File: config.mk
export PLATFORM = sky130hd
export DESIGN_NAME = flash_req_decoder
export DESIGN_NICKNAME = d
export VERILOG_FILES = /design/src/rtl/fcd_pkg.sv /design/src/rtl/fcd_hdr_parse.sv /design/src/rtl/fcd_pl_store.sv /design/src/rtl/flash_req_decoder.sv
export SDC_FILE = /design/constraint.sdc
export NUM_CORES = 1
export LEC_CHECK = 0
export ABC_AREA = 1
export BUFFER_PORTS_ARGS = -buffer_cell sky130_fd_sc_hd__buf_4
export CORE_MARGIN = 4
export CORE_UTILIZATION = 55
export DETAILED_ROUTE_END_ITERATION = 12
export HOLD_SLACK_MARGIN = 0.06
export PLACE_DENSITY_LB_ADDON = 0.2
export SYNTH_ARGS = -nofsm -noshare
export SYNTH_HDL_FRONTEND = slang
export SYNTH_SLANG_ARGS = --single-unit
export TNS_END_PERCENT = 100
File: constraint.sdc
create_clock -name clk -period 6.4 [get_ports clk]
set_clock_uncertainty 0.1 [all_clocks]
set_input_delay 1.28 -clock clk [delete_from_list [all_inputs] [get_ports clk]]
set_output_delay 1.28 -clock clk [all_outputs]
set_load 0.05 [all_outputs]
File: src/rtl/fcd_pkg.sv
package fcd_pkg;

    localparam int WORD_W = 32;
    localparam int LEN_W  = 13;
    localparam int NW_W   = 11;

    typedef enum logic [2:0] {
        ST_IDLE   = 3'd0,
        ST_ADDR   = 3'd1,
        ST_DATA   = 3'd2,
        ST_HOLD   = 3'd3,
        ST_STREAM = 3'd4
    } fcd_state_e;

    typedef enum logic [1:0] {
        KIND_READ  = 2'd0,
        KIND_WRITE = 2'd1,
        KIND_ERASE = 2'd2,
        KIND_OTHER = 2'd3
    } fcd_kind_e;

    function automatic fcd_kind_e kind_of(input logic [3:0] nib);
        case (nib)
            4'd0:    return KIND_READ;
            4'd1:    return KIND_WRITE;
            4'd2:    return KIND_ERASE;
            default: return KIND_OTHER;
        endcase
    endfunction

    function automatic logic [WORD_W-1:0] byte_reverse(input logic [WORD_W-1:0] w);
        return {w[7:0], w[15:8], w[23:16], w[31:24]};
    endfunction

endpackage

File: src/rtl/fcd_hdr_parse.sv
module fcd_hdr_parse
    import fcd_pkg::*;
#(
    parameter int MAX_PL_WORDS = 16,
    parameter int CNT_W        = $clog2(MAX_PL_WORDS + 1)
) (
    input  logic [WORD_W-1:0] hdr,
    output logic [7:0]        typ,
    output fcd_kind_e         kind,
    output logic [3:0]        tag,
    output logic [LEN_W-1:0]  len,
    output logic [CNT_W-1:0]  pl_words,
    output logic              oversize
);
    localparam logic [NW_W-1:0] MAX_NW = NW_W'(MAX_PL_WORDS);

    logic [11:0]      raw_len;
    logic [LEN_W-1:0] rounded;
    logic [NW_W-1:0]  words_full;
    logic             is_write;

    always_comb begin
        typ      = hdr[15:8];
        tag      = hdr[23:20];
        raw_len  = {hdr[19:16], hdr[31:24]};
        kind     = kind_of(hdr[11:8]);
        is_write = (kind == KIND_WRITE);

        if (kind == KIND_READ && raw_len == 12'd0) begin
            len = LEN_W'(4096);
        end else begin
            len = {1'b0, raw_len};
        end

        rounded    = {1'b0, raw_len} + LEN_W'(3);
        words_full = rounded[LEN_W-1:2];
        oversize   = is_write && (words_full > MAX_NW);
        pl_words   = is_write ? words_full[CNT_W-1:0] : '0;
    end

endmodule

File: src/rtl/fcd_pl_store.sv
module fcd_pl_store #(
    parameter int DEPTH  = 16,
    parameter int WIDTH  = 32,
    parameter int IDX_W  = $clog2(DEPTH)
) (
    input  logic             clk,
    input  logic             wr_en,
    input  logic [IDX_W-1:0] wr_idx,
    input  logic [WIDTH-1:0] wr_data,
    input  logic [IDX_W-1:0] rd_idx,
    output logic [WIDTH-1:0] rd_data
);
    logic [DEPTH-1:0][WIDTH-1:0] slots;

    for (genvar g = 0; g < DEPTH; g++) begin : g_slot
        logic [WIDTH-1:0] word_q;
        always_ff @(posedge clk) begin
            if (wr_en && wr_idx == IDX_W'(g)) begin
                word_q <= wr_data;
            end
        end
        assign slots[g] = word_q;
    end

    assign rd_data = slots[rd_idx];

endmodule

File: src/rtl/flash_req_decoder.sv
module flash_req_decoder
    import fcd_pkg::*;
#(
    parameter int MAX_PL_WORDS = 16
) (
    input  logic        clk,
    input  logic        rst,
    input  logic        in_valid,
    input  logic        in_sop,
    input  logic [31:0] in_data,
    output logic        in_ready,
    output logic        req_valid,
    input  logic        req_ready,
    output logic [1:0]  req_kind,
    output logic [7:0]  req_type,
    output logic [3:0]  req_tag,
    output logic [12:0] req_len,
    output logic [31:0] req_addr,
    output logic [4:0]  req_pl_words,
    output logic        pl_valid,
    input  logic        pl_ready,
    output logic [31:0] pl_data,
    output logic        pl_last,
    output logic        req_malformed
);
    localparam int CNT_W = $clog2(MAX_PL_WORDS + 1);
    localparam int IDX_W = $clog2(MAX_PL_WORDS);
    localparam logic [CNT_W-1:0] ONE = CNT_W'(1);

    typedef struct packed {
        fcd_state_e       st;
        logic [7:0]       typ;
        fcd_kind_e        kind;
        logic [3:0]       tag;
        logic [LEN_W-1:0] len;
        logic [31:0]      addr;
        logic [CNT_W-1:0] nw;
        logic [CNT_W-1:0] cnt;
        logic             bad;
    } regs_t;

    localparam regs_t RESET_VAL = '{
        st:   ST_IDLE,
        typ:  '0,
        kind: KIND_READ,
        tag:  '0,
        len:  '0,
        addr: '0,
        nw:   '0,
        cnt:  '0,
        bad:  1'b0
    };

    regs_t r_q, r_d;

    logic [7:0]       p_typ;
    fcd_kind_e        p_kind;
    logic [3:0]       p_tag;
    logic [LEN_W-1:0] p_len;
    logic [CNT_W-1:0] p_nw;
    logic             p_oversize;

    fcd_hdr_parse #(
        .MAX_PL_WORDS (MAX_PL_WORDS),
        .CNT_W        (CNT_W)
    ) u_parse (
        .hdr      (in_data),
        .typ      (p_typ),
        .kind     (p_kind),
        .tag      (p_tag),
        .len      (p_len),
        .pl_words (p_nw),
        .oversize (p_oversize)
    );

    logic             st_wr_en;
    logic [31:0]      st_rd_data;

    fcd_pl_store #(
        .DEPTH (MAX_PL_WORDS),
        .WIDTH (WORD_W),
        .IDX_W (IDX_W)
    ) u_store (
        .clk     (clk),
        .wr_en   (st_wr_en),
        .wr_idx  (r_q.cnt[IDX_W-1:0]),
        .wr_data (in_data),
        .rd_idx  (r_q.cnt[IDX_W-1:0]),
        .rd_data (st_rd_data)
    );

    logic collecting;
    logic last_word;

    always_comb begin
        collecting = (r_q.st == ST_IDLE) || (r_q.st == ST_ADDR) || (r_q.st == ST_DATA);
        last_word  = ((r_q.cnt + ONE) == r_q.nw);
        st_wr_en   = (r_q.st == ST_DATA) && in_valid && !in_sop;

        r_d     = r_q;
        r_d.bad = 1'b0;

        case (r_q.st)
            ST_IDLE, ST_ADDR, ST_DATA: begin
                if (in_valid && in_sop) begin
                    r_d.typ  = p_typ;
                    r_d.kind = p_kind;
                    r_d.tag  = p_tag;
                    r_d.len  = p_len;
                    r_d.nw   = p_nw;
                    r_d.cnt  = '0;
                    if (p_oversize) begin
                        r_d.bad = 1'b1;
                        r_d.st  = ST_IDLE;
                    end else begin
                        r_d.st  = ST_ADDR;
                    end
                end else if (in_valid) begin
                    if (r_q.st == ST_ADDR) begin
                        r_d.addr = byte_reverse(in_data);
                        r_d.cnt  = '0;
                        if (r_q.nw != '0) begin
                            r_d.st = ST_DATA;
                        end else begin
                            r_d.st = ST_HOLD;
                        end
                    end else if (r_q.st == ST_DATA) begin
                        if (last_word) begin
                            r_d.cnt = '0;
                            r_d.st  = ST_HOLD;
                        end else begin
                            r_d.cnt = r_q.cnt + ONE;
                        end
                    end
                end
            end
            ST_HOLD: begin
                if (req_ready) begin
                    r_d.cnt = '0;
                    if (r_q.nw != '0) begin
                        r_d.st = ST_STREAM;
                    end else begin
                        r_d.st = ST_IDLE;
                    end
                end
            end
            ST_STREAM: begin
                if (pl_ready) begin
                    if (last_word) begin
                        r_d.cnt = '0;
                        r_d.st  = ST_IDLE;
                    end else begin
                        r_d.cnt = r_q.cnt + ONE;
                    end
                end
            end
            default: begin
                r_d = RESET_VAL;
            end
        endcase
    end

    always_ff @(posedge clk) begin
        if (rst) begin
            r_q <= RESET_VAL;
        end else begin
            r_q <= r_d;
        end
    end

    assign in_ready      = collecting;
    assign req_valid     = (r_q.st == ST_HOLD);
    assign req_kind      = r_q.kind;
    assign req_type      = r_q.typ;
    assign req_tag       = r_q.tag;
    assign req_len       = r_q.len;
    assign req_addr      = r_q.addr;
    assign req_pl_words  = 5'(r_q.nw);
    assign pl_valid      = (r_q.st == ST_STREAM);
    assign pl_data       = st_rd_data;
    assign pl_last       = pl_valid && last_word;
    assign req_malformed = r_q.bad;

endmodule

# After elaboration in Yosys (flattened, before gate mapping)
# Index checks and enable logic that the tools add are counted.
[totals]
ff_bits = 585
inputBits = 38
output_inout_bits = 101
elab_cells = 135
[classes]
addsub = 2
magnitude_cmp = 2
eq_ne = 33
mux = 32
bitwise = 3
n_reduce_logical = 38
[ops]
columns = ["cell", "n"]
rows = [
  ["binary-select mux 32 bit (select 4 bit)", 1],
  ["2-to-1 mux 32 bit", 4],
  ["one-hot mux 64 bit (2 select lines)", 1],
  ["2-to-1 mux 5 bit", 9],
  ["equality test 4 bit (second input constant)", 8],
  ["2-to-1 mux 27 bit", 1],
  ["2-to-1 mux 3 bit", 9],
  ["logical AND 1 bit", 22],
  ["equality test 4 x 3 -> 1 bit (second input constant)", 4],
  ["one-hot mux 5 bit (3 select lines)", 1],
  ["adder 12 x 2 -> 13 bit (second input constant)", 1],
  ["2-to-1 mux 13 bit", 1],
  ["equality test 4 x 2 -> 1 bit (second input constant)", 3],
  ["zero test 12 bit", 1],
  ["> comparator 11 x 5 -> 1 bit (second input constant)", 1],
  ["one-hot mux 3 bit (3 select lines)", 1],
  ["equality test 4 x 1 -> 1 bit (second input constant)", 2],
  ["zero test 4 bit", 2],
  ["inequality test 2 bit (second input constant)", 4],
  ["inequality test 4 bit (second input constant)", 2],
  ["AND reduction 4 bit", 2],
  ["equality test 3 x 2 -> 1 bit (second input constant)", 2],
  ["inequality test 2 x 1 -> 1 bit (second input constant)", 3],
  ["one-hot mux 2 bit (3 select lines)", 1],
  ["other kinds (18)", 24],
]

# Logic depth before layout (Yosys ltp)
[depth]
ltp_word = 8
depth_mapped = 13

# Modules after synthesis
# A second synthesis with hierarchy kept.
[hier_totals]
cells_unflattened = 2630
area_unflattened_um2 = 26143.8
[by_module_without_submodules]
columns = ["module", "instances", "cells_per_inst", "area_each_um2"]
rows = [
  ["fcd_pl_store", 1, 2090, 22107.5],
  ["flash_req_decoder", 1, 463, 3664.8],
  ["fcd_hdr_parse", 1, 77, 371.6],
]

# Worst setup path after synthesis
# No wires, ideal clock.
[synth_timing]
path_kind = "register to output"
startpoint = "register r_q[2] (netlist name)"
endpoint = "output pl_last"
arrival_ps = 2328
setup_slack_ps = 2692
path_stages_with_launch = 10
path_buffers = 2
cell_sequence = "dfxtp_1 inv_1 clkbuf_1 clkbuf_1 ha_1 xnor2_1 nand2_1 nor2_1 nand3_2 nor2_1"
[synth_via]
elab_chain_cells = 3
[synth_rtl]
columns = ["element", "line_no", "source"]
rows = [
  ["from (decl)", "flash_req_decoder.sv:54", "regs_t r_q, r_d;"],
  ["from (signal assigned)", "flash_req_decoder.sv:167", "r_q <= r_d;"],
  ["adder 5 x 1 -> 5 bit", "flash_req_decoder.sv:97", "last_word = ((r_q.cnt + ONE) == r_q.nw);"],
  ["equality test 5 bit", "flash_req_decoder.sv:97", ""],
  ["logical AND 1 bit", "flash_req_decoder.sv:181", "assign pl_last = pl_valid && last_word;"],
  ["to (decl)", "flash_req_decoder.sv:23", "output logic pl_last,"],
]
# Every way passes these cells.

# Worst setup path in the final report
[layout_timing]
startpoint = "register r_q[2] (netlist name)"
endpoint = "output pl_data[27]"
[layout_via]
elab_chain_cells = 2
[layout_rtl]
columns = ["element", "line_no", "source"]
rows = [
  ["binary-select mux 32 bit (select 4 bit)", "fcd_pl_store.sv:25", "assign rd_data = slots[rd_idx];"],
  ["2-to-1 mux 32 bit (not written as such)", "fcd_pl_store.sv:25", ""],
  ["to (decl)", "flash_req_decoder.sv:22", "output logic [31:0] pl_data,"],
]
# Every way passes these cells. The select of a mux whose other input is x is not followed.

==> out/qor.csv <==
stage;metric;value;unit
timing;Final Hold Fails;0;
clocking;CTS buffer count;58;
timing;max-slew violation count;0;
timing;Setup TNS Final;0;ns
cells_and_area;nets@finish;2033;
detailed_routing;Vias;15600;
detailed_routing;Starting DRT DRC Count;1629;
placement;placed cells;2470;
detailed_routing;Remaining DRCs;0;
die;Ports;139;
placement;RePlAce Congestion;0.856;
worst_setup_path;Req. time, crit path;5.02;ns
status;status;complete, no violations;
placement;dpl cell area;0.0244;sq mm
worst_hold_path;hold_sp;req_tag[3];
power_and_ir_drop;P_leak;0.00905;uW
worst_setup_path;r2r worst-path depth;6;
synthesis;synth cell count leaders;edfxtp_1 (512), nor2_1 (359), o21ai_0 (296), nand2_1 (199), o22ai_1 (128);
clocking;clock buffer depth;3;
global_route;GR Util met1;35.8;%
worst_setup_path;R2R setup slack;2.73;ns
detailed_routing;router iterations before antenna repair;5;
clocking;Clk pin slew, worst setup/hold paths;0.06;ns
worst_setup_path;crit path kind;register to primary output;
die;core area;0.0419;sq mm
timing;Hold Slack;0.371;ns
detailed_routing;final WL;59800;microns
worst_setup_path;CP Data Arrival Time;3.29;ns
timing;minimum clock period;4.67;ns
synthesis;sequential area share after synthesis;72.2;%
clocking;Root Buffer;clkbuf_16;
worst_setup_path;Worst R2R Start;r_q[4];
worst_hold_path;Hold Crit Class;register to register;
synthesis;post-synthesis register bit count;585;
synthesis;Mapped Cells;1951;
cells_and_area;Non-Filler Instances;2579;
detailed_routing;Routed Antenna Nets;0;
synthesis;number of enable flip-flop cells after synthesis;512;
worst_setup_path;Worst R2R End;u_store.g_slot[11].word_q[15];
cells_and_area;sequential cell area;0.0168;sq mm
worst_hold_path;worst hold stages;2;
synthesis;Net Count, Synth;1993;
global_route;largest net degree at the start of global routing;262;
global_route;GRT Util Overall;25.4;%
global_route;antenna violations before repair;2;
timing;relative slew slack;17.2;%
cells_and_area;share of layout cells above drive strength 1;14.4;%
synthesis;yosys warns;0;
placement;Port Buffers;138;
clocking;H-tree depth;2;
global_route;vias in the first global route;15000;
die;Die Area;0.0458;sq mm
worst_hold_path;Hold Path End;req_tag[3];
clocking;Hold Buf Count CTS;0;
die;Initial Util;55.6;%
timing;f_max;0.214;GHz
synthesis;post-synth top area cell;edfxtp_1;
synthesis;synthesized area per cell;12.0;sq um
synthesis;most area-consuming cells after synthesis;edfxtp_1 (66%), o21ai_0 (6.4%), dfxtp_1 (6.3%);
clocking;post-CTS setup buffer count;0;
global_route;met2 Use GR;40.1;%
cells_and_area;FILL cells;3166;
clocking;post-cts repair resize count;0;
timing;Setup-failing EPs final;0;
clocking;Worst-Skew Late Latency;0.59;ns
cells_and_area;area occupied by multi-input gates;0.00544;sq mm
die;Die Y-Extent;214;microns
power_and_ir_drop;Pwr Density;412;mW/mm^2
timing;Final Cycle Share;73.0;%
global_route;first-pass GRT wire length;89800;microns
global_route;M3 GR Usage;6.21;%
synthesis;synthesized area;0.0233;sq mm
die;Chip Width;214;microns
cells_and_area;fin area;0.0263;sq mm
worst_setup_path;Worst setup SP type;register;
die;number of core rows;75;
timing;RSZ-0062 raised after global routing;no;
power_and_ir_drop;Peak supply drop;0.383;mV
detailed_routing;via density per instance;6.03;
clocking;TritonCTS clock tree;built;
global_route;Most Used Layer, Global Route;met2;
worst_setup_path;CP max FO;76;
placement;hpwl dp;31700;microns
global_route;Remaining Overflow, GRT;0;
synthesis;post-synthesis async set-or-reset flop share;0;%
synthesis;Yosys cell types;35;
detailed_routing;Wirelength per Cell;23.2;microns
worst_setup_path;crit end category;primary output;
timing;Worst Max-Slew Pin Slew;1.24;ns
clocking;CTS sink count;585;
synthesis;ys flop type;edfxtp_1;
synthesis;most common cell in the synthesized netlist;edfxtp_1;
cells_and_area;area grow syn2layout;12.6;%
run;Max Cap Viol;0;
synthesis;top-area cell type share of the netlist area;65.9;%
-- sequential cells by signal, summed over array words and instances (netlist names) --
signal,flops
r_q,8
req_tag,4
u_store.g_slot.word_q,512
req_malformed,1
req_type,8
req_addr,32
req_len,13
req_kind,2
req_pl_words,5
-- stage by stage --
stage / worst slack [ns] / total power (uW) / util [%]
global placement: 2.44 / 7530 / 58.1
finish: 1.73 / 10800 / 62.6
detailed placement: 2.34 / 7570 / 58.1
CTS: 1.72 / 10900 / 62.6
floorplan: 2.69 / 6880 / -
global route: 1.55 / 11300 / 62.6
-- layout by cell type (no fill, tap or decap), types with 12 or more instances in the layout --
cell type and count:
inv_1 35, nand2_1 199, clkinv_2 13, dfxtp_1 71
nand3_1 35, nand4_1 34, nor2_4 20, a21oi_1 45
o22ai_1 128, o21ai_0 296, clkbuf_16 63, buf_4 163
o21ai_1 12, nor2_1 340, edfxtp_1 512, clkbuf_1 15
-- kinds of logic (layout without fill, tap and decap cells) --
family	count (synthesis)	after routing	synth area share (%)
and+or+nand+nor	648	648	11.3
DFF	585	585	72.2
xor gates and xnor gates	2	2	0.0751
AOI/OAI and AO/OA	484	484	11.1
adders and majority gates	4	4	0.215
buffers and inverters	228	315	5.10
other	0	2	0
-- critical path: stages (launching register included) --
cell and delay [ns]:
dfxtp_4 0.97, buf_4 0.67, o21ai_0 0.23, o22ai_1 0.21
nand2_1 0.07, nand4_1 0.24, buf_4 0.25
-- worst max-delay path by stage --
stage	from	endpoint	slack [ns]	cells after the start
3_5_place_dp	in_valid	u_store.g_slot[11].word_q[15]	2.34	6
5_1_grt	r_q[2]	pl_data[27]	1.55	6
4_1_cts	r_q[2]	pl_data[3]	1.72	6
6_report	r_q[2]	pl_data[27]	1.73	6
2_1_floorplan	r_q[2]	pl_last	2.69	9
3_3_place_gp	in_valid	u_store.g_slot[11].word_q[17]	2.44	6
-- metal layers --
layer  up-vias  routed length (microns)
met5         -                        0
met4         0                     1480
met3       105                     5850
met2       739                    27500
met1      7659                    25000
li1       7048                        -
-- power by group --
part / internal (uW) / switching, uW
combinational: 821 / 2270
sequential: 4300 / 111
clock: 1920 / 1400
total: 7040 / 3780
-- area by class of cell --
class                           count  area share [%]
Clock buffer                       84            6.46
Timing Repair Buffer              165            4.81
Tap cell                          539            2.57
Clock inverter                     23           0.691
Antenna cell                        2          0.0190
Inverter                           43           0.633
Sequential cell                   585            64.1
Multi-Input combinational cell   1138            20.7
Power figures use the tool's default switching activity.
